==> config.mk <==
export PLATFORM = sky130hd
export DESIGN_NAME = expiry_repl_ctrl
export DESIGN_NICKNAME = d
export VERILOG_FILES = /design/src/rtl/repl_pkg.sv /design/src/rtl/way_meta.sv /design/src/rtl/lru_age.sv /design/src/rtl/victim_select.sv /design/src/rtl/expiry_repl_ctrl.sv
export SDC_FILE = /design/constraint.sdc
export NUM_CORES = 1
export LEC_CHECK = 0
export BUFFER_PORTS_ARGS = -buffer_cell sky130_fd_sc_hd__buf_2
export CORE_ASPECT_RATIO = 1.5
export CORE_MARGIN = 2
export CORE_UTILIZATION = 45
export DETAILED_ROUTE_END_ITERATION = 10
export PLACE_DENSITY_LB_ADDON = 0.3
export REMOVE_ABC_BUFFERS = 1
export SYNTH_ARGS = -nofsm -noshare
export SYNTH_HDL_FRONTEND = slang
export SYNTH_SLANG_ARGS = --single-unit
==> constraint.sdc <==
create_clock -name clk -period 7.55 [get_ports clk]
set_input_delay 0.3775 -clock clk [delete_from_list [all_inputs] [get_ports clk]]
set_output_delay 0.3775 -clock clk [all_outputs]
set_load 0.01 [all_outputs]
==> src/rtl/repl_pkg.sv <==
package repl_pkg;

    localparam int CNT_W   = 4;
    localparam int CNT_MAX = (1 << CNT_W) - 1;

    typedef logic [CNT_W-1:0] cnt_t;

    typedef struct packed {
        cnt_t cnt;
        cnt_t cur_max;
        cnt_t prior_max;
        logic conf;
    } way_meta_t;

    function automatic cnt_t sat_inc(input cnt_t v);
        return (v == cnt_t'(CNT_MAX)) ? v : v + cnt_t'(1);
    endfunction

    function automatic cnt_t max_of(input cnt_t a, input cnt_t b);
        return (a > b) ? a : b;
    endfunction

endpackage

==> src/rtl/way_meta.sv <==
module way_meta
    import repl_pkg::*;
(
    input  logic      clk,
    input  logic      rst,
    input  logic      acc_en,
    input  logic      hit_me,
    input  logic      fill_me,
    input  cnt_t      fill_limit,
    input  logic      fill_conf,
    output way_meta_t meta,
    output logic      exp_next
);
    way_meta_t meta_q;
    cnt_t      cnt_inc;

    assign cnt_inc  = sat_inc(meta_q.cnt);
    assign meta     = meta_q;
    assign exp_next = meta_q.conf && (cnt_inc > meta_q.prior_max);

    always_ff @(posedge clk) begin
        if (rst) begin
            meta_q <= '0;
        end else if (fill_me) begin
            meta_q.cnt       <= '0;
            meta_q.cur_max   <= '0;
            meta_q.prior_max <= fill_limit;
            meta_q.conf      <= fill_conf;
        end else if (acc_en) begin
            if (hit_me) begin
                meta_q.cur_max <= max_of(meta_q.cur_max, cnt_inc);
                meta_q.cnt     <= '0;
            end else begin
                meta_q.cnt <= cnt_inc;
            end
        end
    end

    // a saturated counter stays saturated on a plain access
    assert_no_overflow_R1: assert property (@(posedge clk) disable iff (rst)
        (acc_en && !hit_me && !fill_me && meta_q.cnt == cnt_t'(CNT_MAX))
        |=> meta_q.cnt == cnt_t'(CNT_MAX));

    // a hit closes the interval
    assert_hit_clears_R2: assert property (@(posedge clk) disable iff (rst)
        (acc_en && hit_me && !fill_me) |=> meta_q.cnt == '0);

    // the current-generation maximum only grows inside a generation
    assert_cur_max_grows_R2: assert property (@(posedge clk) disable iff (rst)
        !fill_me |=> meta_q.cur_max >= $past(meta_q.cur_max));

    // a fill starts a fresh generation
    assert_fill_resets_R7: assert property (@(posedge clk) disable iff (rst)
        fill_me |=> (meta_q.cnt == '0 && meta_q.cur_max == '0));

endmodule

==> src/rtl/lru_age.sv <==
module lru_age #(
    parameter int WAYS  = 8,
    parameter int IDX_W = $clog2(WAYS)
) (
    input  logic             clk,
    input  logic             rst,
    input  logic             touch_en,
    input  logic [IDX_W-1:0] touch_way,
    output logic [IDX_W-1:0] lru_way
);
    localparam logic [IDX_W-1:0] OLDEST = IDX_W'(WAYS - 1);

    logic [IDX_W-1:0] age_q [WAYS];
    logic [WAYS-1:0]  lru_vec;
    logic [WAYS-1:0]  mru_vec;

    always_ff @(posedge clk) begin
        if (rst) begin
            for (int w = 0; w < WAYS; w++) age_q[w] <= IDX_W'(WAYS - 1 - w);
        end else if (touch_en) begin
            for (int w = 0; w < WAYS; w++) begin
                if (IDX_W'(w) == touch_way)
                    age_q[w] <= '0;
                else if (age_q[w] < age_q[touch_way])
                    age_q[w] <= age_q[w] + IDX_W'(1);
            end
        end
    end

    genvar g;
    generate
        for (g = 0; g < WAYS; g++) begin : g_vec
            assign lru_vec[g] = (age_q[g] == OLDEST);
            assign mru_vec[g] = (age_q[g] == '0);
        end
    endgenerate

    always_comb begin
        lru_way = '0;
        for (int w = 0; w < WAYS; w++)
            if (lru_vec[w]) lru_way = IDX_W'(w);
    end

    // the age values stay a permutation, so exactly one oldest and one newest way
    assert_one_lru_R5: assert property (@(posedge clk) disable iff (rst) $onehot(lru_vec));
    assert_one_mru_R5: assert property (@(posedge clk) disable iff (rst) $onehot(mru_vec));
    // a touched way is newest afterwards
    assert_touch_newest_R5: assert property (@(posedge clk) disable iff (rst)
        touch_en |=> mru_vec[$past(touch_way)]);

endmodule

==> src/rtl/victim_select.sv <==
module victim_select #(
    parameter int WAYS  = 8,
    parameter int IDX_W = $clog2(WAYS)
) (
    input  logic [WAYS-1:0]  exp_vec,
    input  logic [IDX_W-1:0] lru_way,
    output logic [IDX_W-1:0] pick,
    output logic             pick_exp
);
    always_comb begin
        pick     = lru_way;
        pick_exp = 1'b0;
        for (int w = WAYS - 1; w >= 0; w--) begin
            if (exp_vec[w]) begin
                pick     = IDX_W'(w);
                pick_exp = 1'b1;
            end
        end
    end

    // expiry path is taken exactly when some way is expired
    always_comb begin
        assert_exp_path_R4: assert (pick_exp == (|exp_vec));
    end

endmodule

==> src/rtl/expiry_repl_ctrl.sv <==
module expiry_repl_ctrl
    import repl_pkg::*;
#(
    parameter int WAYS  = 8,
    parameter int IDX_W = $clog2(WAYS)
) (
    input  logic             clk,
    input  logic             rst,
    input  logic             acc_valid,
    input  logic             acc_hit,
    input  logic [IDX_W-1:0] acc_way,
    input  logic             fill_valid,
    input  logic [IDX_W-1:0] fill_way,
    input  logic [CNT_W-1:0] fill_limit,
    input  logic [CNT_W-1:0] fill_hist,
    output logic             victim_valid,
    output logic [IDX_W-1:0] victim_way,
    output logic             victim_expired,
    output logic [CNT_W-1:0] wb_cur_max,
    output logic [CNT_W-1:0] wb_prior_max
);
    logic            acc_ok;
    logic            miss_ok;
    logic            fill_conf;
    way_meta_t       meta [WAYS];
    logic [WAYS-1:0] exp_vec;
    logic [IDX_W-1:0] lru_way;
    logic [IDX_W-1:0] pick;
    logic            pick_exp;
    logic            touch_en;
    logic [IDX_W-1:0] touch_way;

    assign acc_ok    = acc_valid && !fill_valid;
    assign miss_ok   = acc_ok && !acc_hit;
    assign fill_conf = (fill_limit == fill_hist);

    genvar g;
    generate
        for (g = 0; g < WAYS; g++) begin : g_way
            way_meta u_meta (
                .clk       (clk),
                .rst       (rst),
                .acc_en    (acc_ok),
                .hit_me    (acc_hit && acc_way == IDX_W'(g)),
                .fill_me   (fill_valid && fill_way == IDX_W'(g)),
                .fill_limit(fill_limit),
                .fill_conf (fill_conf),
                .meta      (meta[g]),
                .exp_next  (exp_vec[g])
            );
        end
    endgenerate

    assign touch_en  = fill_valid || (acc_ok && acc_hit);
    assign touch_way = fill_valid ? fill_way : acc_way;

    lru_age #(.WAYS(WAYS), .IDX_W(IDX_W)) u_lru (
        .clk      (clk),
        .rst      (rst),
        .touch_en (touch_en),
        .touch_way(touch_way),
        .lru_way  (lru_way)
    );

    victim_select #(.WAYS(WAYS), .IDX_W(IDX_W)) u_sel (
        .exp_vec (exp_vec),
        .lru_way (lru_way),
        .pick    (pick),
        .pick_exp(pick_exp)
    );

    always_ff @(posedge clk) begin
        if (rst) begin
            victim_valid   <= 1'b0;
            victim_way     <= '0;
            victim_expired <= 1'b0;
            wb_cur_max     <= '0;
            wb_prior_max   <= '0;
        end else begin
            victim_valid <= miss_ok;
            if (miss_ok) begin
                victim_way     <= pick;
                victim_expired <= pick_exp;
                wb_cur_max     <= meta[pick].cur_max;
                wb_prior_max   <= meta[pick].prior_max;
            end
        end
    end

    // an expiry victim always carries confidence
    assert_exp_needs_conf_R3: assert property (@(posedge clk) disable iff (rst)
        (victim_valid && victim_expired) |-> meta[victim_way].conf);

    // an expiry victim's counter is above its limit after the miss
    assert_exp_over_limit_R3: assert property (@(posedge clk) disable iff (rst)
        (victim_valid && victim_expired) |->
            meta[victim_way].cnt > meta[victim_way].prior_max);

    // a cycle with a fill never yields a victim
    assert_fill_blocks_victim_R8: assert property (@(posedge clk) disable iff (rst)
        fill_valid |=> !victim_valid);

endmodule

==> results of run 1 <==
==> registers in the layout (all words and copies together) (netlist names) <==
signal / cells
g_way.u_meta.meta: 104
u_lru.age_q: 24
wb_cur_max: 4
wb_prior_max: 4
victim_way: 3
victim_expired: 1
victim_valid: 1
==> kinds of logic after synthesis <==
group,synth area share
buffers and inverters,0.0471
and+or+nand+nor,0.172
xor gates and xnor gates,0.0128
AOI/OAI and AO/OA,0.192
adders and majority gates,0.144
muxes,0.0890
DFF,0.343
==> cells in the mapped netlist (3+ instances only) <==
master	instances
sky130_fd_sc_hd__nor2_1	125
sky130_fd_sc_hd__dfxtp_1	117
sky130_fd_sc_hd__ha_1	103
sky130_fd_sc_hd__inv_1	78
sky130_fd_sc_hd__nand2_1	76
sky130_fd_sc_hd__a21oi_1	67
sky130_fd_sc_hd__mux2i_1	45
sky130_fd_sc_hd__o21ai_0	40
sky130_fd_sc_hd__a22oi_1	33
sky130_fd_sc_hd__nand3_1	28
sky130_fd_sc_hd__edfxtp_1	24
sky130_fd_sc_hd__clkbuf_1	22
sky130_fd_sc_hd__o211ai_1	22
sky130_fd_sc_hd__nor2b_1	20
sky130_fd_sc_hd__a22o_1	16
sky130_fd_sc_hd__nor3_1	16
sky130_fd_sc_hd__nand4_1	14
sky130_fd_sc_hd__mux2_2	13
sky130_fd_sc_hd__nand2b_1	12
sky130_fd_sc_hd__xor2_1	12
sky130_fd_sc_hd__and3_1	11
sky130_fd_sc_hd__and2_1	9
sky130_fd_sc_hd__o221ai_1	9
sky130_fd_sc_hd__a41o_1	8
sky130_fd_sc_hd__a211oi_1	6
sky130_fd_sc_hd__a21o_1	6
sky130_fd_sc_hd__o2111ai_1	5
sky130_fd_sc_hd__or3_1	5
sky130_fd_sc_hd__a2111oi_2	3
sky130_fd_sc_hd__a31oi_1	3
sky130_fd_sc_hd__buf_2	3
sky130_fd_sc_hd__mux4_1	3
sky130_fd_sc_hd__mux4_2	3
sky130_fd_sc_hd__nor4_1	3
sky130_fd_sc_hd__o2111a_1	3
sky130_fd_sc_hd__o21a_1	3
==> routing by layer <==
metal	GRT usage	share of wire	wire length, µm	up-vias
met5	0	0	0	-
met4	0.137	0.045	1100	0
met3	0.0501	0.053	1320	63
met2	0.425	0.50	12300	222
met1	0.277	0.40	9970	3650
li1	-	-	-	3745
==> worst max-delay path: cells and delay by family, from the launching register on <==
family,cells,cell delay [ps]
AO/OA/AOI/OAI,6,1810
multiplexers,2,750
adder cells (fa/ha/maj),2,550
buffers and inverters,1,330
flip-flops,1,340
AND/OR/NAND/NOR,2,260
==> worst paths after layout <==
path | from | to | slack [ps] | cells past startpoint
setup reg to reg | g_way[4].u_meta.meta[9] | wb_cur_max[2] | 3370 | 13
hold / removal | fill_limit[2] | g_way[5].u_meta.meta[3] | 350 | 3
setup / recovery | g_way[4].u_meta.meta[9] | wb_cur_max[2] | 3370 | 13
hold reg to reg | wb_cur_max[0] | wb_cur_max[0] | 480 | 2
==> metrics by stage <==
step	std cells	total power (µW)
2_1_floorplan	976	1190
3_3_place_gp	1274	1340
3_5_place_dp	1274	1350
4_1_cts	1306	2180
5_1_grt	1306	2270
6_report	1307	2170
==> area by class of cell <==
type,instances,area [µm²]
Antenna cell,1,2.50
Clock buffer,19,443
Clock inverter,13,140
Fill cell,1878,9710
Inverter,78,293
Multi-Input combinational cell,757,5440
Sequential cell,141,3060
Tap cell,260,325
Timing Repair Buffer,38,208
==> power by group <==
group          internal, µW  total [µW]  switching [µW]
combinational           180         486             306
sequential              815         854            39.4
clock                   495         835             340
==> impl_metrics.json, run 1 <==
{
  "clock-sinks": 141,
  "synth_area_leader_cell": "sky130_fd_sc_hd__dfxtp_1",
  "fmaxAchievable_ghz": 0.239,
  "finalMaxSlewViolations": 0,
  "critPathMaxFanout": 10,
  "crit_chain": "ha_1 -> nand3_1 -> mux2_2 -> ha_1 -> nor2b_1 -> o211ai_1 -> a21oi_1 -> a311oi_2 -> o21ai_1 -> buf_4 -> mux2_2 -> a2111oi_2 -> a2111oi_2",
  "cts_root_buffer": "sky130_fd_sc_hd__clkbuf_16",
  "synth_cell_type_count": 69,
  "drtPass1Iterations": 5,
  "fin_util": 0.505,
  "route.detailed.vias_per_inst": 5.88,
  "layout.cells.most_common": "sky130_fd_sc_hd__nor2_1",
  "post_route_cells_drive_above_1_share": 0.0975,
  "routabilityCongestion": 0.954,
  "pin_count": 32,
  "cts_made_buffers": 17,
  "synth.top_cell.area_share": 0.262,
  "drt-initial-drc-count": 502,
  "syn_to_final_growth_pct": 11.1,
  "detailed_place_hpwl_um": 18600,
  "max-clock-path-buffers": 2,
  "timing.hold.ws_ps": 347,
  "global_route_wire_length_before_repair_um": 39600,
  "ys.warnings.count": 0,
  "routed_vias": 7680,
  "syn_avg_cell_area_um2": 8.88,
  "die_area_um2": 21000,
  "worst_hold_path_type": "in2reg",
  "cp_slowest_stage_delay_ps": 540,
  "placement_rows": 63,
  "fp.dieW_um": 119,
  "timing.critical_path.required_ps": 7850,
  "cpMaxStageDelayCell": "sky130_fd_sc_hd__o21ai_1",
  "final_hold_viol_count": 0,
  "synth_edf_count": 24,
  "layout.cells.most_common_list": "sky130_fd_sc_hd__nor2_1 (125), sky130_fd_sc_hd__dfxtp_1 (117), sky130_fd_sc_hd__ha_1 (103)",
  "synth.yosys.seq_area_share": 0.343,
  "floorplan.die.height_um": 176,
  "endpoint_kind": "flop",
  "fin_nets": 1155,
  "postSynth.asyncResetShare": 0,
  "fin_skew_ps": 8.20,
  "post_synth_inst_count": 1005,
  "placement.cell_area_um2": 9330,
  "detail_route.wl_per_cell_um": 18.9,
  "cts_tree": "done",
  "worst_relative_slew_slack": 0.188,
  "initial_utilization": 0.455,
  "via_count_of_the_first_global_routing_pass": 7625,
  "critical_path_class": "reg2reg",
  "grt_usage": 0.244,
  "final.setup.worst_slack_ps": 3370,
  "io_buffers": 31,
  "clk_pin_slew_ps": 60,
  "status": "finished clean",
  "post_synth_design_cell_area_um2": 8920,
  "ys_dominant_reg_cell": "sky130_fd_sc_hd__dfxtp_1",
  "cellPowerDensity_nw_per_um2": 219,
  "grt_max_degree": 31,
  "worstSkewPairLatency_ps": 440,
  "post-cts-setup-buffer-count": 0,
  "antenna_violating_nets_left": 0,
  "globalRouteOverflowTotal": 0,
  "postCtsHoldBufs": 0,
  "postLayoutCellArea_um2": 9920,
  "number_of_antenna_violations_at_the_first_check_in_global_routing": 0,
  "wl_um": 24700,
  "cellLeakagePower_uw": 0.00414,
  "grt_setup_unrepaired": "false",
  "slew_worst_pin_ps": 1210,
  "crit_arrival_ps": 4480,
  "tcrit_tclk_final": 0.554,
  "dp_slack_ps": 3390,
  "cp-start-kind": "flop",
  "synth_seq_cells": 141,
  "final-setup-viol-count": 0,
  "drc": 0,
  "worst_ir_drop_vdd_v": 0.000177,
  "netlist_top_cells_area": "sky130_fd_sc_hd__dfxtp_1 (26%), sky130_fd_sc_hd__ha_1 (14%), sky130_fd_sc_hd__edfxtp_1 (8.1%), sky130_fd_sc_hd__nor2_1 (5.3%), sky130_fd_sc_hd__mux2i_1 (5.0%)",
  "postCtsResizedCells": 0,
  "drv_cap": 0,
  "tns_ps": 0,
  "floorplan.core_area_um2": 19600,
  "cts.htree.levels": 4,
  "fin_crit_ps": 4180
}
Note: power is estimated with default switching activity, not from simulation.
==> inputs of run 2 (changes only) <==
==> constraint.sdc (replaced) <==
create_clock -name clk -period 4.1 [get_ports clk]
set_input_delay 0.205 -clock clk [delete_from_list [all_inputs] [get_ports clk]]
set_output_delay 0.205 -clock clk [all_outputs]
set_load 0.01 [all_outputs]
==> run 2 against run 1 <==
Net effect:
- routed wire length is 4.0% higher
- sequential power grew 85%
- first-iteration DRC count is 19% higher
- clock-buffer cell count is the same
- non-clock buffer count is 17 higher
- critical path depth shrank 1
- setup slack got worse by 3000 ps
- fmax rose by 11%
- register-to-register slack got worse by 3000 ps
- clock power rose by 88%
- flip-flop and latch count stayed put
- power up 86%
==> impl_metrics.json, run 2 (synthesis results as in run 1) <==
{
  "cellPowerDensity_nw_per_um2": 403,
  "detail_route.wl_per_cell_um": 19.4,
  "fp.dieW_um": 119,
  "fmaxAchievable_ghz": 0.266,
  "pin_count": 32,
  "routabilityCongestion": 1.00,
  "tns_ps": 0,
  "drc": 0,
  "design_power_total_uw": 4050,
  "cts_tree": "done",
  "post-cts-setup-buffer-count": 0,
  "grt_setup_unrepaired": "false",
  "initial_utilization": 0.455,
  "floorplan.core_area_um2": 19600,
  "critical_path_class": "reg2reg",
  "crit_chain": "ha_1 -> nand3_1 -> mux2_2 -> ha_1 -> nor2b_1 -> o211ai_1 -> a21oi_1 -> a311oi_2 -> o21ai_1 -> mux2_2 -> a2111oi_2 -> a2111oi_2",
  "cts_made_buffers": 17,
  "cts_root_buffer": "sky130_fd_sc_hd__clkbuf_16",
  "cp_slowest_stage_delay_ps": 470,
  "layout.cells.most_common_list": "sky130_fd_sc_hd__nor2_1 (125), sky130_fd_sc_hd__dfxtp_1 (117), sky130_fd_sc_hd__ha_1 (103)",
  "fin_nets": 1172,
  "die_area_um2": 21000,
  "drv_cap": 0,
  "clk_pin_slew_ps": 60,
  "final_hold_viol_count": 0,
  "grt_max_degree": 33,
  "min-delay-start": "fill_limit[1]",
  "postCtsHoldBufs": 0,
  "max-clock-path-buffers": 2,
  "worst_hold_path_type": "in2reg",
  "wl_um": 25700,
  "routed_vias": 7803,
  "slew_worst_pin_ps": 839,
  "io_buffers": 31,
  "worst_relative_slew_slack": 0.433,
  "tcrit_tclk_final": 0.918,
  "endpoint_kind": "flop",
  "antenna_cells_inserted": 0,
  "timing.hold.ws_ps": 169,
  "number_of_antenna_violations_at_the_first_check_in_global_routing": 0,
  "timing.critical_path.required_ps": 4400,
  "global_route_wire_length_before_repair_um": 40400,
  "fin_skew_ps": 7.13,
  "grt_usage": 0.251,
  "final-setup-viol-count": 0,
  "crit_arrival_ps": 4060,
  "fin_crit_ps": 3760,
  "drt-initial-drc-count": 599,
  "globalRouteOverflowTotal": 0,
  "cp-start-kind": "flop",
  "layout.cells.most_common": "sky130_fd_sc_hd__nor2_1",
  "number_of_flip_flops_under_the_largest_register_name": 104,
  "worstSkewPairLatency_ps": 430,
  "worst_ir_drop_vdd_v": 0.000318,
  "route.detailed.vias_per_inst": 5.90,
  "wp_buf_inv": 0,
  "critPathMaxFanout": 6,
  "antenna_violating_nets_left": 0,
  "via_count_of_the_first_global_routing_pass": 7709,
  "drtPass1Iterations": 5,
  "placement_rows": 63,
  "crit_start": "g_way[4].u_meta.meta[9]",
  "path_delay_family": "compound AO/OA/AOI/OAI gates",
  "finalMaxSlewViolations": 0,
  "syn_to_final_growth_pct": 12.7,
  "floorplan.die.height_um": 176,
  "status": "finished clean",
  "post_route_cells_drive_above_1_share": 0.113,
  "cpMaxStageDelayCell": "sky130_fd_sc_hd__o21ai_1",
  "worstReg2RegStart": "g_way[4].u_meta.meta[9]",
  "cts.htree.levels": 4,
  "clock-sinks": 141,
  "cellLeakagePower_uw": 0.00425,
  "detailed_place_hpwl_um": 19600
}
-- run 2: worst paths after layout --
kind / end / slack [ps] / depth (start not counted)
min: g_way[3].u_meta.meta[2] / 170 / 3
min reg2reg: victim_way[0] / 480 / 2
max reg2reg: wb_cur_max[2] / 340 / 12
max: wb_cur_max[2] / 340 / 12
-- run 2: final cells by class --
| class | instances | area (µm²) |
|---|---|---|
| fillers | 1827 | 9570 |
| well taps | 260 | 325 |
| clock inverters | 12 | 145 |
| repair buffers | 55 | 335 |
| clock buffers | 19 | 443 |
| flip-flops and latches | 141 | 3060 |
| multi-input cells | 757 | 5450 |
| inverters | 78 | 293 |
-- run 2: what timing repair did --
item | in CTS | in global routing
hold endpoints to repair | 0 | 0
setup endpoints to repair | 0 | 1
gates resized for setup | 0 | 1
-- run 2: tightest hold or removal path: stages --
cell and delay, ps:
sky130_fd_sc_hd__buf_2 190, sky130_fd_sc_hd__nand2_1 80, sky130_fd_sc_hd__o21ai_0 60
-- run 2: per-layer routing --
| metal | global-route usage | share of wire | up-vias |
|---|---|---|---|
| met5 | 0 | 0 | - |
| met4 | 0.143 | 0.051 | 0 |
| met3 | 0.0501 | 0.060 | 70 |
| met2 | 0.457 | 0.51 | 243 |
| met1 | 0.269 | 0.38 | 3709 |
| li1 | - | - | 3781 |
-- run 2: where the power goes --
part | leakage, µW | internal (µW) | switching, µW | total, µW
sequential | 0.00117 | 1500 | 75.1 | 1580
clock | 0.000289 | 963 | 603 | 1570
combinational | 0.00279 | 356 | 555 | 911
total | 0.00425 | 2820 | 1230 | 4050
-- run 2: stage by stage --
step                std cells  cell area [µm²]  worst slack (ps)  utilization
finish                   1322            10100               338        0.512
global placement         1291             9460               386        0.482
floorplan                 976             8800               393            -
CTS                      1322            10000               276        0.512
global route             1322            10100              76.4        0.512
detailed placement       1291             9460               293        0.482
==> inputs of run 3 (changes only) <==
--- a/config.mk
+++ b/config.mk
@@ -10,7 +10,7 @@
 export CORE_MARGIN = 2
 export CORE_UTILIZATION = 45
 export DETAILED_ROUTE_END_ITERATION = 10
-export PLACE_DENSITY_LB_ADDON = 0.3
+export PLACE_DENSITY = 0.57
 export REMOVE_ABC_BUFFERS = 1
 export SYNTH_ARGS = -nofsm -noshare
 export SYNTH_HDL_FRONTEND = slang
==> run 3 against run 2 <==
Net effect:
- combinational power is 2% higher
- first-iteration DRC count is 20% lower
- global-route usage is 0.40 points higher
- setup slack better by 47 ps
==> impl_metrics.json, run 3 (synthesis results as in run 1) <==
{
  "endpoint_kind": "flop",
  "clk_pin_slew_ps": 60,
  "layout.cells.most_common": "sky130_fd_sc_hd__nor2_1",
  "floorplan.die.height_um": 176,
  "worst_ir_drop_vdd_v": 0.000263,
  "grt_setup_unrepaired": "false",
  "pin_count": 32,
  "wl_um": 26100,
  "routed_vias": 7698,
  "number_of_antenna_violations_at_the_first_check_in_global_routing": 0,
  "antenna_cells_inserted": 0,
  "tcrit_tclk_final": 0.906,
  "drt-initial-drc-count": 482,
  "cpMaxStageDelayCell": "sky130_fd_sc_hd__a21oi_1",
  "cellLeakagePower_uw": 0.00429,
  "cts_made_buffers": 17,
  "cp_slowest_stage_delay_ps": 570,
  "placement_rows": 63,
  "dp_slack_ps": 483,
  "tns_ps": 0,
  "worst_relative_slew_slack": 0.459,
  "initial_utilization": 0.455,
  "number_of_flip_flops_under_the_largest_register_name": 104,
  "via_count_of_the_first_global_routing_pass": 7551,
  "final_hold_viol_count": 0,
  "worstSkewPairLatency_ps": 430,
  "detailed_place_hpwl_um": 20200,
  "max-clock-path-buffers": 2,
  "timing.critical_path.required_ps": 4400,
  "cts_root_buffer": "sky130_fd_sc_hd__clkbuf_16",
  "final.setup.worst_slack_ps": 385,
  "globalRouteOverflowTotal": 0,
  "drtPass1Iterations": 5,
  "final-setup-viol-count": 0,
  "postCtsResizedCells": 0,
  "slew_worst_pin_ps": 801,
  "worst_hold_path_type": "in2reg",
  "route.detailed.vias_per_inst": 5.81,
  "layout.cells.most_common_list": "sky130_fd_sc_hd__nor2_1 (125), sky130_fd_sc_hd__dfxtp_1 (117), sky130_fd_sc_hd__ha_1 (103)",
  "grt_max_degree": 41,
  "timing.hold.ws_ps": 179,
  "critPathMaxFanout": 10,
  "fp.dieW_um": 119,
  "clock-sinks": 141,
  "crit_chain": "ha_1 -> nand3_1 -> mux2_2 -> ha_1 -> nor2b_1 -> o211ai_1 -> a21oi_1 -> a21oi_1 -> a21oi_2 -> a21boi_2 -> o221ai_1 -> o211ai_1",
  "drc": 0,
  "critical_path_class": "reg2reg",
  "die_area_um2": 21000,
  "finalMaxSlewViolations": 0,
  "grt_usage": 0.255,
  "syn_to_final_growth_pct": 13.5,
  "detail_route.wl_per_cell_um": 19.7,
  "status": "finished clean",
  "floorplan.core_area_um2": 19600,
  "cts.htree.levels": 4,
  "fin_skew_ps": 8.73,
  "io_buffers": 31,
  "cp-start-kind": "flop",
  "fin_nets": 1174,
  "postCtsHoldBufs": 0,
  "post_route_cells_drive_above_1_share": 0.115,
  "fmaxAchievable_ghz": 0.269,
  "antenna_violating_nets_left": 0,
  "cts_tree": "done",
  "cellPowerDensity_nw_per_um2": 418,
  "routabilityCongestion": 0.924,
  "crit_arrival_ps": 4020,
  "drv_cap": 0,
  "global_route_wire_length_before_repair_um": 41000,
  "post-cts-setup-buffer-count": 0,
  "fin_crit_ps": 3710
}
run 3: through the flow:
step	area (µm²)	std cells	power [µW]	util
4_1_cts	10100	1324	4270	0.516
2_1_floorplan	8800	976	2190	-
6_report	10100	1324	4240	0.516
5_1_grt	10100	1324	4420	0.516
3_3_place_gp	9470	1293	2500	0.483
3_5_place_dp	9470	1293	2520	0.483
run 3: layer usage:
metal  wire [µm]  track usage  vias to the layer above
li1            -            -                     3779
met1       10400        0.286                     3673
met2       13300        0.462                      183
met3        1050       0.0384                       63
met4        1320        0.137                        0
met5           0            0                        -
run 3: report_power, final:
| group | switching [µW] | internal, µW | leakage (µW) | total, µW |
|---|---|---|---|---|
| sequential | 69.8 | 1500 | 0.00117 | 1570 |
| clock | 622 | 1120 | 0.000318 | 1740 |
| combinational | 565 | 364 | 0.00280 | 929 |
| total | 1260 | 2980 | 0.00429 | 4240 |
run 3: area by class of cell:
| type | count | area, µm² |
|---|---|---|
| well taps | 260 | 325 |
| inverters | 78 | 293 |
| repair buffers | 57 | 350 |
| multi-input cells | 757 | 5440 |
| fillers | 1866 | 9490 |
| clock buffers | 22 | 507 |
| clock inverters | 9 | 154 |
| flip-flops and latches | 141 | 3060 |
run 3: worst max-delay path, delay by kind of cell, from the launching register on:
kind | cells | cell delay, ps
AOI/OAI and AO/OA | 7 | 2010
adders and majority gates | 2 | 570
DFF | 1 | 340
muxes | 1 | 390
and+or+nand+nor | 2 | 280
run 3: path summary, 6_finish.rpt:
path / end / from / slack (ps) / cells past startpoint
hold / removal: g_way[6].u_meta.meta[3] / fill_limit[2] / 180 / 3
setup / recovery: wb_cur_max[3] / g_way[3].u_meta.meta[9] / 390 / 12
hold reg to reg: wb_cur_max[0] / wb_cur_max[0] / 490 / 2
setup reg to reg: wb_cur_max[3] / g_way[3].u_meta.meta[9] / 390 / 12
